**config.mk**
```make
export PLATFORM = sky130hd
export DESIGN_NAME = sram_bus_ctrl
export DESIGN_NICKNAME = d
export VERILOG_FILES = /design/src/rtl/sram_ctrl_pkg.sv /design/src/rtl/sram_cycle_timer.sv /design/src/rtl/sram_seq_fsm.sv /design/src/rtl/sram_data_path.sv /design/src/rtl/sram_bus_ctrl.sv
export SDC_FILE = /design/constraint.sdc
export NUM_CORES = 1
export LEC_CHECK = 0
export ABC_AREA = 1
export ABC_CLOCK_PERIOD_IN_PS = 1590
export BUFFER_PORTS_ARGS = -buffer_cell sky130_fd_sc_hd__buf_2
export CAP_MARGIN = 10
export CORE_MARGIN = 2
export CORE_UTILIZATION = 45
export CTS_CLUSTER_DIAMETER = 30
export CTS_CLUSTER_SIZE = 40
export DETAILED_ROUTE_END_ITERATION = 8
export PLACE_DENSITY = 0.78
export SLEW_MARGIN = 20
export SYNTH_ARGS = -nofsm -noshare
export SYNTH_HDL_FRONTEND = slang
export SYNTH_SLANG_ARGS = --single-unit
```
**constraint.sdc**
```tcl
create_clock -name clk -period 1.59 [get_ports clk]
set_input_delay 0.318 -clock clk [delete_from_list [all_inputs] [get_ports clk]]
set_output_delay 0.318 -clock clk [all_outputs]
set_load 0.01 [all_outputs]
```
**src/rtl/sram_ctrl_pkg.sv**
```systemverilog
// Package: shared types and elaboration-time helpers for the SRAM controller.
// Assumes all timing arguments are positive integers in picoseconds.
package sram_ctrl_pkg;

    typedef enum logic [2:0] {
        ST_IDLE,
        ST_READ,
        ST_WRITE,
        ST_HOLD,
        ST_TURN
    } seq_state_e;

    // Cycles needed to cover a time span, rounded up.
    function automatic int ceil_cycles(input int span_ps, input int period_ps);
        return (span_ps + period_ps - 1) / period_ps;
    endfunction

    function automatic int max2(input int a, input int b);
        return (a > b) ? a : b;
    endfunction

    function automatic int max3(input int a, input int b, input int c);
        return max2(a, max2(b, c));
    endfunction

endpackage

```
**src/rtl/sram_cycle_timer.sv**
```systemverilog
// Module: down-counter that times each strobe window of the sequencer.
// Assumes load values are the window length minus one; zero_o marks the last cycle.
module sram_cycle_timer #(
    parameter int CNT_W = 2
) (
    input  logic             clk,
    input  logic             rst_n,
    input  logic             load_i,
    input  logic [CNT_W-1:0] load_val_i,
    output logic             zero_o
);

    logic [CNT_W-1:0] cnt_q;

    // Load a new window length or count down towards zero.
    always_ff @(posedge clk) begin
        if (!rst_n) begin
            cnt_q <= '0;
        end else if (load_i) begin
            cnt_q <= load_val_i;
        end else if (cnt_q != '0) begin
            cnt_q <= cnt_q - 1'b1;
        end
    end

    assign zero_o = (cnt_q == '0);

    // Once expired, the timer stays expired until reloaded.
    assert_timer_parks_R6: assert property (@(posedge clk) disable iff (!rst_n)
        (zero_o && !load_i) |=> zero_o);

endmodule

```
**src/rtl/sram_seq_fsm.sv**
```systemverilog
// Module: access sequencer; owns the registered strobes and data-drive enable.
// Assumes window lengths of at least one cycle and a timer that flags the last cycle.
module sram_seq_fsm
    import sram_ctrl_pkg::*;
#(
    parameter int RD_CYC   = 2,
    parameter int WP_CYC   = 2,
    parameter int HOLD_CYC = 1,
    parameter int TURN_CYC = 1,
    parameter int CNT_W    = 1
) (
    input  logic             clk,
    input  logic             rst_n,
    input  logic             req_i,
    input  logic             wr_i,
    input  logic             tmr_zero_i,
    output logic             tmr_load_o,
    output logic [CNT_W-1:0] tmr_val_o,
    output logic             accept_o,
    output logic             capture_o,
    output logic             ready_o,
    output logic             done_o,
    output logic             cs_n_o,
    output logic             oe_n_o,
    output logic             we_n_o,
    output logic             drv_o
);

    seq_state_e st_q, st_d;
    logic cs_d, oe_d, we_d, drv_d, done_d;

    // Next state, timer loads and next strobe levels.
    always_comb begin
        st_d       = st_q;
        tmr_load_o = 1'b0;
        tmr_val_o  = '0;
        accept_o   = 1'b0;
        capture_o  = 1'b0;
        cs_d       = cs_n_o;
        oe_d       = oe_n_o;
        we_d       = we_n_o;
        drv_d      = drv_o;
        done_d     = 1'b0;
        case (st_q)
            ST_IDLE: begin
                if (req_i) begin
                    accept_o   = 1'b1;
                    tmr_load_o = 1'b1;
                    cs_d       = 1'b0;
                    if (wr_i) begin
                        st_d      = ST_WRITE;
                        tmr_val_o = CNT_W'(WP_CYC - 1);
                        we_d      = 1'b0;
                        drv_d     = 1'b1;
                    end else begin
                        st_d      = ST_READ;
                        tmr_val_o = CNT_W'(RD_CYC - 1);
                        oe_d      = 1'b0;
                    end
                end
            end
            ST_READ: begin
                if (tmr_zero_i) begin
                    capture_o = 1'b1;
                    cs_d      = 1'b1;
                    oe_d      = 1'b1;
                    done_d    = 1'b1;
                    st_d      = ST_IDLE;
                end
            end
            ST_WRITE: begin
                if (tmr_zero_i) begin
                    we_d       = 1'b1;
                    tmr_load_o = 1'b1;
                    tmr_val_o  = CNT_W'(HOLD_CYC - 1);
                    st_d       = ST_HOLD;
                end
            end
            ST_HOLD: begin
                drv_d = 1'b0;
                if (tmr_zero_i) begin
                    cs_d       = 1'b1;
                    done_d     = 1'b1;
                    tmr_load_o = 1'b1;
                    tmr_val_o  = CNT_W'(TURN_CYC - 1);
                    st_d       = ST_TURN;
                end
            end
            ST_TURN: begin
                if (tmr_zero_i) begin
                    st_d = ST_IDLE;
                end
            end
            default: st_d = ST_IDLE;
        endcase
    end

    // Register the state and every memory-side strobe.
    always_ff @(posedge clk) begin
        if (!rst_n) begin
            st_q   <= ST_IDLE;
            cs_n_o <= 1'b1;
            oe_n_o <= 1'b1;
            we_n_o <= 1'b1;
            drv_o  <= 1'b0;
            done_o <= 1'b0;
        end else begin
            st_q   <= st_d;
            cs_n_o <= cs_d;
            oe_n_o <= oe_d;
            we_n_o <= we_d;
            drv_o  <= drv_d;
            done_o <= done_d;
        end
    end

    assign ready_o = (st_q == ST_IDLE);

    // Window length trackers used only by the checks below.
    logic [7:0] oe_run_q, we_run_q;
    always_ff @(posedge clk) begin
        if (!rst_n) begin
            oe_run_q <= '0;
            we_run_q <= '0;
        end else begin
            oe_run_q <= oe_n_o ? 8'd0 : oe_run_q + 8'd1;
            we_run_q <= we_n_o ? 8'd0 : we_run_q + 8'd1;
        end
    end

    assert_oe_window_R2: assert property (@(posedge clk) disable iff (!rst_n)
        $rose(oe_n_o) |-> (oe_run_q == 8'(RD_CYC)));

    assert_we_window_R4: assert property (@(posedge clk) disable iff (!rst_n)
        $rose(we_n_o) |-> (we_run_q == 8'(WP_CYC)));

    assert_write_strobes_R4: assert property (@(posedge clk) disable iff (!rst_n)
        !we_n_o |-> (oe_n_o && !cs_n_o && drv_o));

    assert_no_contention_R5: assert property (@(posedge clk) disable iff (!rst_n)
        !oe_n_o |-> !drv_o);

    assert_deselect_quiet_R7: assert property (@(posedge clk) disable iff (!rst_n)
        cs_n_o |-> (oe_n_o && we_n_o && !drv_o));

    assert_done_pulse_R10: assert property (@(posedge clk) disable iff (!rst_n)
        done_o |=> !done_o);

endmodule

```
**src/rtl/sram_data_path.sv**
```systemverilog
// Module: address, write-data and read-data registers of the SRAM controller.
// Assumes accept and capture pulses come from the sequencer, one cycle each.
module sram_data_path #(
    parameter int ADDR_W = 8,
    parameter int DATA_W = 8
) (
    input  logic              clk,
    input  logic              rst_n,
    input  logic              accept_i,
    input  logic              wr_i,
    input  logic              capture_i,
    input  logic [ADDR_W-1:0] addr_i,
    input  logic [DATA_W-1:0] wdata_i,
    input  logic [DATA_W-1:0] mem_din_i,
    output logic [ADDR_W-1:0] mem_addr_o,
    output logic [DATA_W-1:0] mem_dout_o,
    output logic [DATA_W-1:0] rdata_o
);

    // Latch address and write data when a request is accepted.
    always_ff @(posedge clk) begin
        if (!rst_n) begin
            mem_addr_o <= '0;
            mem_dout_o <= '0;
        end else if (accept_i) begin
            mem_addr_o <= addr_i;
            if (wr_i) begin
                mem_dout_o <= wdata_i;
            end
        end
    end

    // Sample the memory data on the last cycle of a read window.
    always_ff @(posedge clk) begin
        if (!rst_n) begin
            rdata_o <= '0;
        end else if (capture_i) begin
            rdata_o <= mem_din_i;
        end
    end

    assert_rdata_held_R3: assert property (@(posedge clk) disable iff (!rst_n)
        !capture_i |=> $stable(rdata_o));

endmodule

```
**src/rtl/sram_bus_ctrl.sv**
```systemverilog
// Module: top of the asynchronous SRAM controller; derives cycle counts from
// picosecond timings and connects sequencer, timer and data path.
// Assumes one byte-wide device, split data pins, and a host that drops req_i
// once its request has been accepted.
module sram_bus_ctrl
    import sram_ctrl_pkg::*;
#(
    parameter int ADDR_W          = 8,
    parameter int DATA_W          = 8,
    parameter int CLK_PERIOD_PS   = 4000,
    parameter int RD_CYCLE_PS     = 8000,
    parameter int ADDR_ACCESS_PS  = 8000,
    parameter int OE_ACCESS_PS    = 4000,
    parameter int WR_CYCLE_PS     = 8000,
    parameter int WR_PULSE_PS     = 6000,
    parameter int ADDR_TO_WEND_PS = 6000,
    parameter int WR_RECOVER_PS   = 3000
) (
    input  logic              clk,
    input  logic              rst_n,
    input  logic              req_i,
    input  logic              wr_i,
    input  logic [ADDR_W-1:0] addr_i,
    input  logic [DATA_W-1:0] wdata_i,
    output logic              ready_o,
    output logic              done_o,
    output logic [DATA_W-1:0] rdata_o,
    output logic [ADDR_W-1:0] mem_addr_o,
    output logic              cs_n_o,
    output logic              oe_n_o,
    output logic              we_n_o,
    output logic [DATA_W-1:0] mem_dout_o,
    output logic              mem_dout_en_o,
    input  logic [DATA_W-1:0] mem_din_i
);

    localparam int RD_CYC = max2(1, max3(ceil_cycles(RD_CYCLE_PS, CLK_PERIOD_PS),
                                         ceil_cycles(ADDR_ACCESS_PS, CLK_PERIOD_PS),
                                         ceil_cycles(OE_ACCESS_PS, CLK_PERIOD_PS)));
    localparam int WP_CYC = max2(1, max2(ceil_cycles(WR_PULSE_PS, CLK_PERIOD_PS),
                                         ceil_cycles(ADDR_TO_WEND_PS, CLK_PERIOD_PS)));
    localparam int WC_CYC   = ceil_cycles(WR_CYCLE_PS, CLK_PERIOD_PS);
    localparam int HOLD_CYC = max2(1, WC_CYC - WP_CYC);
    localparam int TURN_CYC = max2(1, ceil_cycles(WR_RECOVER_PS, CLK_PERIOD_PS));
    localparam int MAX_CYC  = max2(max2(RD_CYC, WP_CYC), max2(HOLD_CYC, TURN_CYC));
    localparam int CNT_W    = (MAX_CYC > 1) ? $clog2(MAX_CYC) : 1;

    logic             tmr_load, tmr_zero, accept, capture;
    logic [CNT_W-1:0] tmr_val;

    sram_cycle_timer #(.CNT_W(CNT_W)) u_timer (
        .clk        (clk),
        .rst_n      (rst_n),
        .load_i     (tmr_load),
        .load_val_i (tmr_val),
        .zero_o     (tmr_zero)
    );

    sram_seq_fsm #(
        .RD_CYC   (RD_CYC),
        .WP_CYC   (WP_CYC),
        .HOLD_CYC (HOLD_CYC),
        .TURN_CYC (TURN_CYC),
        .CNT_W    (CNT_W)
    ) u_seq (
        .clk        (clk),
        .rst_n      (rst_n),
        .req_i      (req_i),
        .wr_i       (wr_i),
        .tmr_zero_i (tmr_zero),
        .tmr_load_o (tmr_load),
        .tmr_val_o  (tmr_val),
        .accept_o   (accept),
        .capture_o  (capture),
        .ready_o    (ready_o),
        .done_o     (done_o),
        .cs_n_o     (cs_n_o),
        .oe_n_o     (oe_n_o),
        .we_n_o     (we_n_o),
        .drv_o      (mem_dout_en_o)
    );

    sram_data_path #(.ADDR_W(ADDR_W), .DATA_W(DATA_W)) u_data (
        .clk        (clk),
        .rst_n      (rst_n),
        .accept_i   (accept),
        .wr_i       (wr_i),
        .capture_i  (capture),
        .addr_i     (addr_i),
        .wdata_i    (wdata_i),
        .mem_din_i  (mem_din_i),
        .mem_addr_o (mem_addr_o),
        .mem_dout_o (mem_dout_o),
        .rdata_o    (rdata_o)
    );

    assert_addr_hold_R8: assert property (@(posedge clk) disable iff (!rst_n)
        (!cs_n_o && $past(!cs_n_o)) |-> $stable(mem_addr_o));

    assert_busy_ignored_R9: assert property (@(posedge clk) disable iff (!rst_n)
        (req_i && !ready_o && cs_n_o) |=> cs_n_o);

endmodule

```
After elaboration in Yosys (flattened, before gate mapping)

Cells that the tools add are included.

Output and inout bits: 30
Logic and storage cells: 63
Register bits: 33

Reduce and logical (&&, ||, !) cells: 15
$add $sub $neg: 1
Muxes and demuxes: 25
Eq/ne operators: 12

Operator list:

| operator              | count |
|---|---|
| $ne A2 B2 Y1 const B  | 8 |
| $mux W1               | 14 |
| $mux W3               | 4 |
| $pmux W3 S4           | 1 |
| $reduce_and A4 Y1     | 3 |
| $pmux W1 S2           | 5 |
| $reduce_bool A2 Y1    | 4 |
| $eq A3 B2 Y1 const B  | 2 |
| $reduce_and A3 Y1     | 2 |
| $reduce_or A2 Y1      | 3 |
| $reduce_and A2 Y1     | 2 |
| $eq A3 B1 Y1 const B  | 1 |
| $eq A3 B3 Y1 const B  | 1 |
| $logic_not A3 Y1      | 1 |
| $mux W2               | 1 |
| $sub A1 B1 Y1 const B | 1 |

Longest topological paths before layout

Gate-level depths: netlist of the first run.

Word-level depth: 4
Gate-level depth with buffers: 8
Mapped depth without buffers: 8

Modules after synthesis

From an unflattened synthesis of the first run, not the netlist that was laid out.

Cell total of the unflattened synthesis: 184
Area, all modules: 1,353.8 µm²

Modules (own cells, without submodules):

| module           | area an instance (µm²) | sequential area each (µm²) | cells an instance | times used |
|---|---|---|---|---|
| sram_data_path   | 887.1                  | 480.5                      | 119               | 1 |
| sram_seq_fsm     | 429.2                  | 160.2                      | 60                | 1 |
| sram_cycle_timer | 37.5                   | 20.0                       | 5                 | 1 |

Worst setup path before layout of the first run

Ideal clock, no wire load.

Path type: register -> register
Start: reg u_seq.st_q[0]
End: reg u_data.rdata_o[0]
Setup slack: 0.474 ns
Required time: 1.474 ns
Cell stages (with the launch flop): 8
Period minus slack after synthesis: 1.116 ns
Arrival time: 1.000 ns
Cells stage by stage: dfxtp_1 -> inv_2 -> nor2_2 -> nand2_2 -> nor2_4 -> inv_2 -> nor2_1 -> nor2_1

Cells in the longest elaborated chain, start to end: 2

RTL lines:

| what                   | RTL line             | text |
|---|---|---|
| start, declared        | sram_seq_fsm.sv:29   | `seq_state_e st_q, st_d;` |
| start signal, assigned | sram_seq_fsm.sv:108  | `st_q <= st_d;` |
| $eq A3 B1 Y1           | sram_seq_fsm.sv:44   | `case (st_q)` |
| $mux W1                | sram_seq_fsm.sv:44   |  |
| end signal, assigned   | sram_data_path.sv:38 | `rdata_o <= mem_din_i;` |
| end, declared          | sram_data_path.sv:17 | `output logic [DATA_W-1:0] rdata_o` |

Every way passes these cells.
A chain may end at the register's enable or synchronous reset.

Final worst setup path of the first run

Start: reg u_seq.st_q[0]
End: out ready_o

Cells in the longest elaborated chain, start to end: 1

RTL lines:

| what             | RTL line            | text |
|---|---|---|
| $logic_not A3 Y1 | sram_seq_fsm.sv:117 | `assign ready_o = (st_q == ST_IDLE);` |
| end, declared    | sram_bus_ctrl.sv:25 | `output logic ready_o,` |

Every way passes these cells.

==> flow_summary.yaml, run 1 <==
outcome:
  status: "complete, no violations"
sta:
  rsz0062_at_grt: "false"
  clock_skew_ns: 0.0112
  hold_viol_final: 0
  max_freq_ghz: 0.686
  fin_crit_ns: 1.46
  max_slew_margin: 0.786
  finalMaxSlewViolations: 0
  tns_ns: 0
  finalSetupViolCount: 0
  timing.final.crit_share: 0.917
  fin_ws_ns: 0.131
  tightest_slew_ns: 0.321
clock_network:
  clock_latency_ns: 0.32
  clk_pin_slew_ns: 0.10
  h-tree-depth: 2
  cts_tree: "done"
  root_buffer: "clkbuf_4"
  ctsHoldBuffers: 0
  clk_path_buf_depth: 2
  cts.sinks: 33
  numCtsBuffers: 5
pwr:
  p_int_mw: 1.87
  p_leak_nw: 0.852
  power_density_mw_per_mm2: 1820
  power_frac_clock: 0.213
  pwr-share-comb: 0.371
  total_power_mw: 2.98
  peakVddDrop_mv: 1.38
  p_switching_mw: 1.11
  seq_power_share: 0.416
  p_sw_frac: 0.372
yosys:
  synth-seq-cells: 33
  synth.avg_cell_area_sq_um: 7.57
  synth_cell_types: 16
  syn_inst: 162
  syn-num-nets: 190
  yosys_warnings: 0
  ys_seq_area_frac: 0.539
  syn-cell-area_sq_mm: 0.00123
global_routing:
  grt.overflow.total: 0
  grt_pass1_wl_mm: 4.80
  use_met3: 0.0721
  track_usage: 0.191
  grt_antenna_before_repair: 0
  grt_pass1_vias: 1103
  grt_use_met2: 0.287
  grt_max_degree: 14
  grt.busiest_layer: "met2"
  met1_usage: 0.248
worst_setup_path:
  cp.required_ns: 1.27
  setup.worst_path.end_class: "output pin"
  critPathMaxFanout: 5
  startpoint_type: "register"
  crit_type: "reg2out"
  crit_arrival_ns: 1.14
placed_design:
  io_buffer_count: 57
  dp_hpwl_mm: 2.04
  post-place-ws_ns: 0.251
  gp_congestion: 0.726
routing:
  first_pass_iters: 4
  drt_iter0_drc: 28
  antenna_left: 0
  drc: 0
  vias: 1224
  finalWirelength_mm: 2.73
  wl_per_cell_microns: 10.7
  viasPerCell: 4.80
finish:
  layout.nets: 252
  diodes: 0
  areaGrowthSynthToFinish_pct: 33.5
  final_cell_mix: "57 x buf_2, 38 x nor2_1, 32 x dfxtp_1"
  finish.utilization: 0.649
  final_layout_size_suffix_gt1_frac: 0.338
  layout_commonest_cell: "buf_2"
die:
  core-area_sq_mm: 0.00252
  rows: 18
  start_util: 0.486
  die_h_microns: 56.2
  ios: 58
  die-area_sq_mm: 0.00316
  fp.dieW_microns: 56.2
min_path:
  hp-class: "in2reg"
job:
  drv_cap: 0
critical path: stages, from the launching register on:
cell     delay, ns
dfxtp_1       0.38
nor2_4        0.17
nand2_1       0.08
inv_1         0.07
buf_2         0.12
Yosys cell counts:
| cell type | instances | share of area |
|---|---|---|
| buf_4 | 1 | 0.0061 |
| nor3_1 | 1 | 0.0041 |
| clkbuf_1 | 3 | 0.0092 |
| inv_2 | 3 | 0.0092 |
| nor2_4 | 2 | 0.018 |
| inv_1 | 9 | 0.028 |
| nand3_2 | 1 | 0.0082 |
| dfxtp_1 | 33 | 0.54 |
| nand2_2 | 1 | 0.0051 |
| o21ai_0 | 19 | 0.078 |
| nand2_1 | 31 | 0.095 |
| nor2_2 | 2 | 0.010 |
| nand3_1 | 7 | 0.029 |
| nor2_1 | 38 | 0.12 |
| a31oi_1 | 1 | 0.0051 |
| a21oi_1 | 10 | 0.041 |
stage by stage:
stage | hold slack (ns) | cell area, sq um | std cells
after CTS | 0.205 | 1630 | 255
after detailed placement | 0.441 | 1550 | 247
after global placement | 0.439 | 1550 | 247
after floorplan | 0.441 | 1230 | 162
final | 0.219 | 1640 | 255
after global routing | 0.205 | 1640 | 255
state kept, by name (all words and copies together), names as in the netlist:
| name | count |
|---|---|
| u_seq.done_o | 1 |
| u_timer.cnt_q | 1 |
| u_data.mem_dout_o | 8 |
| u_seq.cs_n_o | 1 |
| u_data.mem_addr_o | 8 |
| u_seq.oe_n_o | 1 |
| u_seq.drv_o | 1 |
| u_data.rdata_o | 8 |
| u_seq.we_n_o | 1 |
| u_seq.st_q | 3 |
power groups by stage:
stage	Combinational [mW]	Sequential, mW	Clock (mW)
2_1_floorplan	0.611	1.33	0
4_1_cts	1.11	1.23	0.651
3_5_place_dp	1.11	1.24	0
5_1_grt	1.26	1.28	0.701
3_3_place_gp	1.09	1.24	0
6_report	1.11	1.24	0.634
final cells by class:
type,count,area (sq um)
fill,238,886
sequential,33,662
multi-input combinational,113,507
timing repair buffer,59,300
clock buffer,7,55.1
inverter,12,45.0
tap,30,37.5
clock inverter,1,30.0
kinds of logic (layout without fill, tap and decap cells):
kind of cell | after synthesis | count (layout) | share of synthesized area
and+or+nand+nor | 83 | 83 | 0.286
AOI/OAI and AO/OA | 30 | 30 | 0.123
buffers and inverters | 16 | 79 | 0.0520
DFF | 33 | 33 | 0.539
final timing paths:
kind | from | endpoint | slack [ns] | cells past startpoint
worst max-delay path | u_seq.st_q[0] | ready_o | 0.13 | 4
worst min-delay path | wdata_i[2] | u_data.mem_dout_o[2] | 0.22 | 3
worst max register to register | u_seq.st_q[0] | u_data.rdata_o[6] | 0.24 | 7
worst min register to register | u_seq.drv_o | u_seq.drv_o | 0.46 | 2
metal layers:
layer	part of all wire	wire length, microns
met1	0.48	1310
met2	0.44	1210
met3	0.069	188
met4	0.0088	24
met5	0	0
what timing repair did:
| item | in CTS | in global routing |
|---|---|---|
| endpoints found under the setup margin | 0 | 1 |
| gates resized for setup | 0 | 2 |
| setup buffers | 0 | 0 |
Power figures use the tool's default switching activity.
==> run 2, diff against run 1 <==
CORE_ASPECT_RATIO = 1.5   (was not set)
MAX_ROUTING_LAYER = met4   (was not set)
==> flow_summary.yaml, run 2 (synthesized netlist as in run 1, its figures left out) <==
outcome:
  status: "complete, no violations"
pwr:
  p_int_mw: 1.81
  power_density_mw_per_mm2: 1790
  seq_power_share: 0.416
  power_frac_clock: 0.200
  p_leak_nw: 0.856
  pwr-share-comb: 0.384
  p_switching_mw: 1.14
  peakVddDrop_mv: 0.928
  p_sw_frac: 0.386
sta:
  max_freq_ghz: 0.688
  tightest_slew_ns: 0.329
  max_slew_margin: 0.780
  finalSetupViolCount: 0
  clock_skew_ns: 0.00648
  tns_ns: 0
  hold_ws_ns: 0.251
  rsz0062_at_grt: "false"
  timing.final.crit_share: 0.914
  hold_viol_final: 0
  finalMaxSlewViolations: 0
  fin_crit_ns: 1.45
global_routing:
  grt_pass1_vias: 1174
  grt_pass1_wl_mm: 4.61
  grt.overflow.total: 0
  grt_antenna_before_repair: 0
  track_usage: 0.214
  grt_max_degree: 23
routing:
  vias: 1218
  drc: 0
  topRoutingLayerUsed: "met4"
  drt_iter0_drc: 37
  met3_length_microns: 220
  finalWirelength_mm: 2.83
  wl_met1_mm: 1.12
  wl_met2_mm: 1.41
  viasPerCell: 4.63
  antenna_left: 0
  first_pass_iters: 4
  wl_per_cell_microns: 10.8
finish:
  fin_cells: 263
  fin_area_sq_mm: 0.00165
  areaGrowthSynthToFinish_pct: 34.5
  layout_commonest_cell: "buf_2"
  layout.nets: 253
  diodes: 0
  final_layout_size_suffix_gt1_frac: 0.336
  final_cell_mix: "57 x buf_2, 38 x nor2_1, 33 x dfxtp_1"
  top_regs: "u_data.mem_addr_o: 8 flops, u_data.mem_dout_o: 8 flops, u_data.rdata_o: 8 flops"
clock_network:
  clock_latency_ns: 0.28
  root_buffer: "clkbuf_8"
  cts.sinks: 33
  clk_path_buf_depth: 2
  cts_tree: "done"
  ctsHoldBuffers: 0
  clk_pin_slew_ns: 0.07
  numCtsBuffers: 5
  h-tree-depth: 2
  ctsResizeCount: 0
  post-cts-setup-buffers: 0
worst_setup_path:
  startpoint_type: "register"
  rrSetupSlack_ns: 0.24
  crit_arrival_ns: 1.14
  r2r.worst_path.cells: 7
  r2r_start: "u_seq.st_q[0]"
  critPathMaxFanout: 5
  startpoint: "u_seq.st_q[0]"
  setup.worst_path.end_class: "output pin"
  r2r-end: "u_data.rdata_o[0]"
  setup.worst_path.end: "ready_o"
  crit_type: "reg2out"
  cp.required_ns: 1.27
placed_design:
  io_buffer_count: 57
  dp_hpwl_mm: 2.12
  gp_congestion: 0.828
  placed_cells: 255
  postPlaceCellArea_sq_mm: 0.00156
job:
  drv_cap: 0
die:
  core-area_sq_mm: 0.00265
  start_util: 0.463
  ios: 58
  die-area_sq_mm: 0.00317
  rows: 23
  die_h_microns: 67.9
  fp.dieW_microns: 46.6
min_path:
  hp-class: "in2reg"
  hold-path-cell-count: 3
[run 2: area by class of cell]
| class | instances | area [sq um] |
|---|---|---|
| Clock buffer | 6 | 72.6 |
| Fill cell | 264 | 998 |
| Clock inverter | 2 | 10.0 |
| Inverter | 12 | 45.0 |
| Sequential cell | 33 | 661 |
| Tap cell | 37 | 46.3 |
| Timing Repair Buffer | 60 | 308 |
| Multi-Input combinational cell | 113 | 507 |
[run 2: worst min path at each step]
stage,from,end,slack (ns)
2_1_floorplan,rst_n,u_seq.drv_o,0.44
3_3_place_gp,u_seq.drv_o,u_seq.drv_o,0.43
3_5_place_dp,u_seq.drv_o,u_seq.drv_o,0.44
4_1_cts,wdata_i[5],u_data.mem_dout_o[5],0.25
5_1_grt,wdata_i[4],u_data.mem_dout_o[4],0.26
6_report,wdata_i[5],u_data.mem_dout_o[5],0.25
[run 2: worst max-delay path, cell delays in order (launching register included)]
cell	delay [ns]
dfxtp_1	0.37
nor2_4	0.17
nand2_1	0.08
inv_1	0.09
buf_2	0.13
[run 2: power by group through the flow]
stage	Sequential, mW	Clock, mW	Combinational, mW
floorplan	1.33	0	0.611
global placement	1.23	0	1.12
detailed placement	1.23	0	1.14
CTS	1.22	0.608	1.14
global route	1.25	0.647	1.29
finish	1.23	0.590	1.13
[run 2: per-stage QoR]
stage / power (mW) / utilization / setup slack (ns)
after floorplan: 1.95 / - / 0.474
after global placement: 2.34 / 0.590 / 0.247
after detailed placement: 2.36 / 0.590 / 0.223
after CTS: 2.97 / 0.621 / 0.0786
after global routing: 3.19 / 0.623 / 0.0587
final: 2.95 / 0.623 / 0.137
[run 2: metal layers]
metal	vias up	track usage
met2	49	0.380
met4	0	0.125
met5	-	-
met1	527	0.189
li1	636	-
met3	6	0.0712
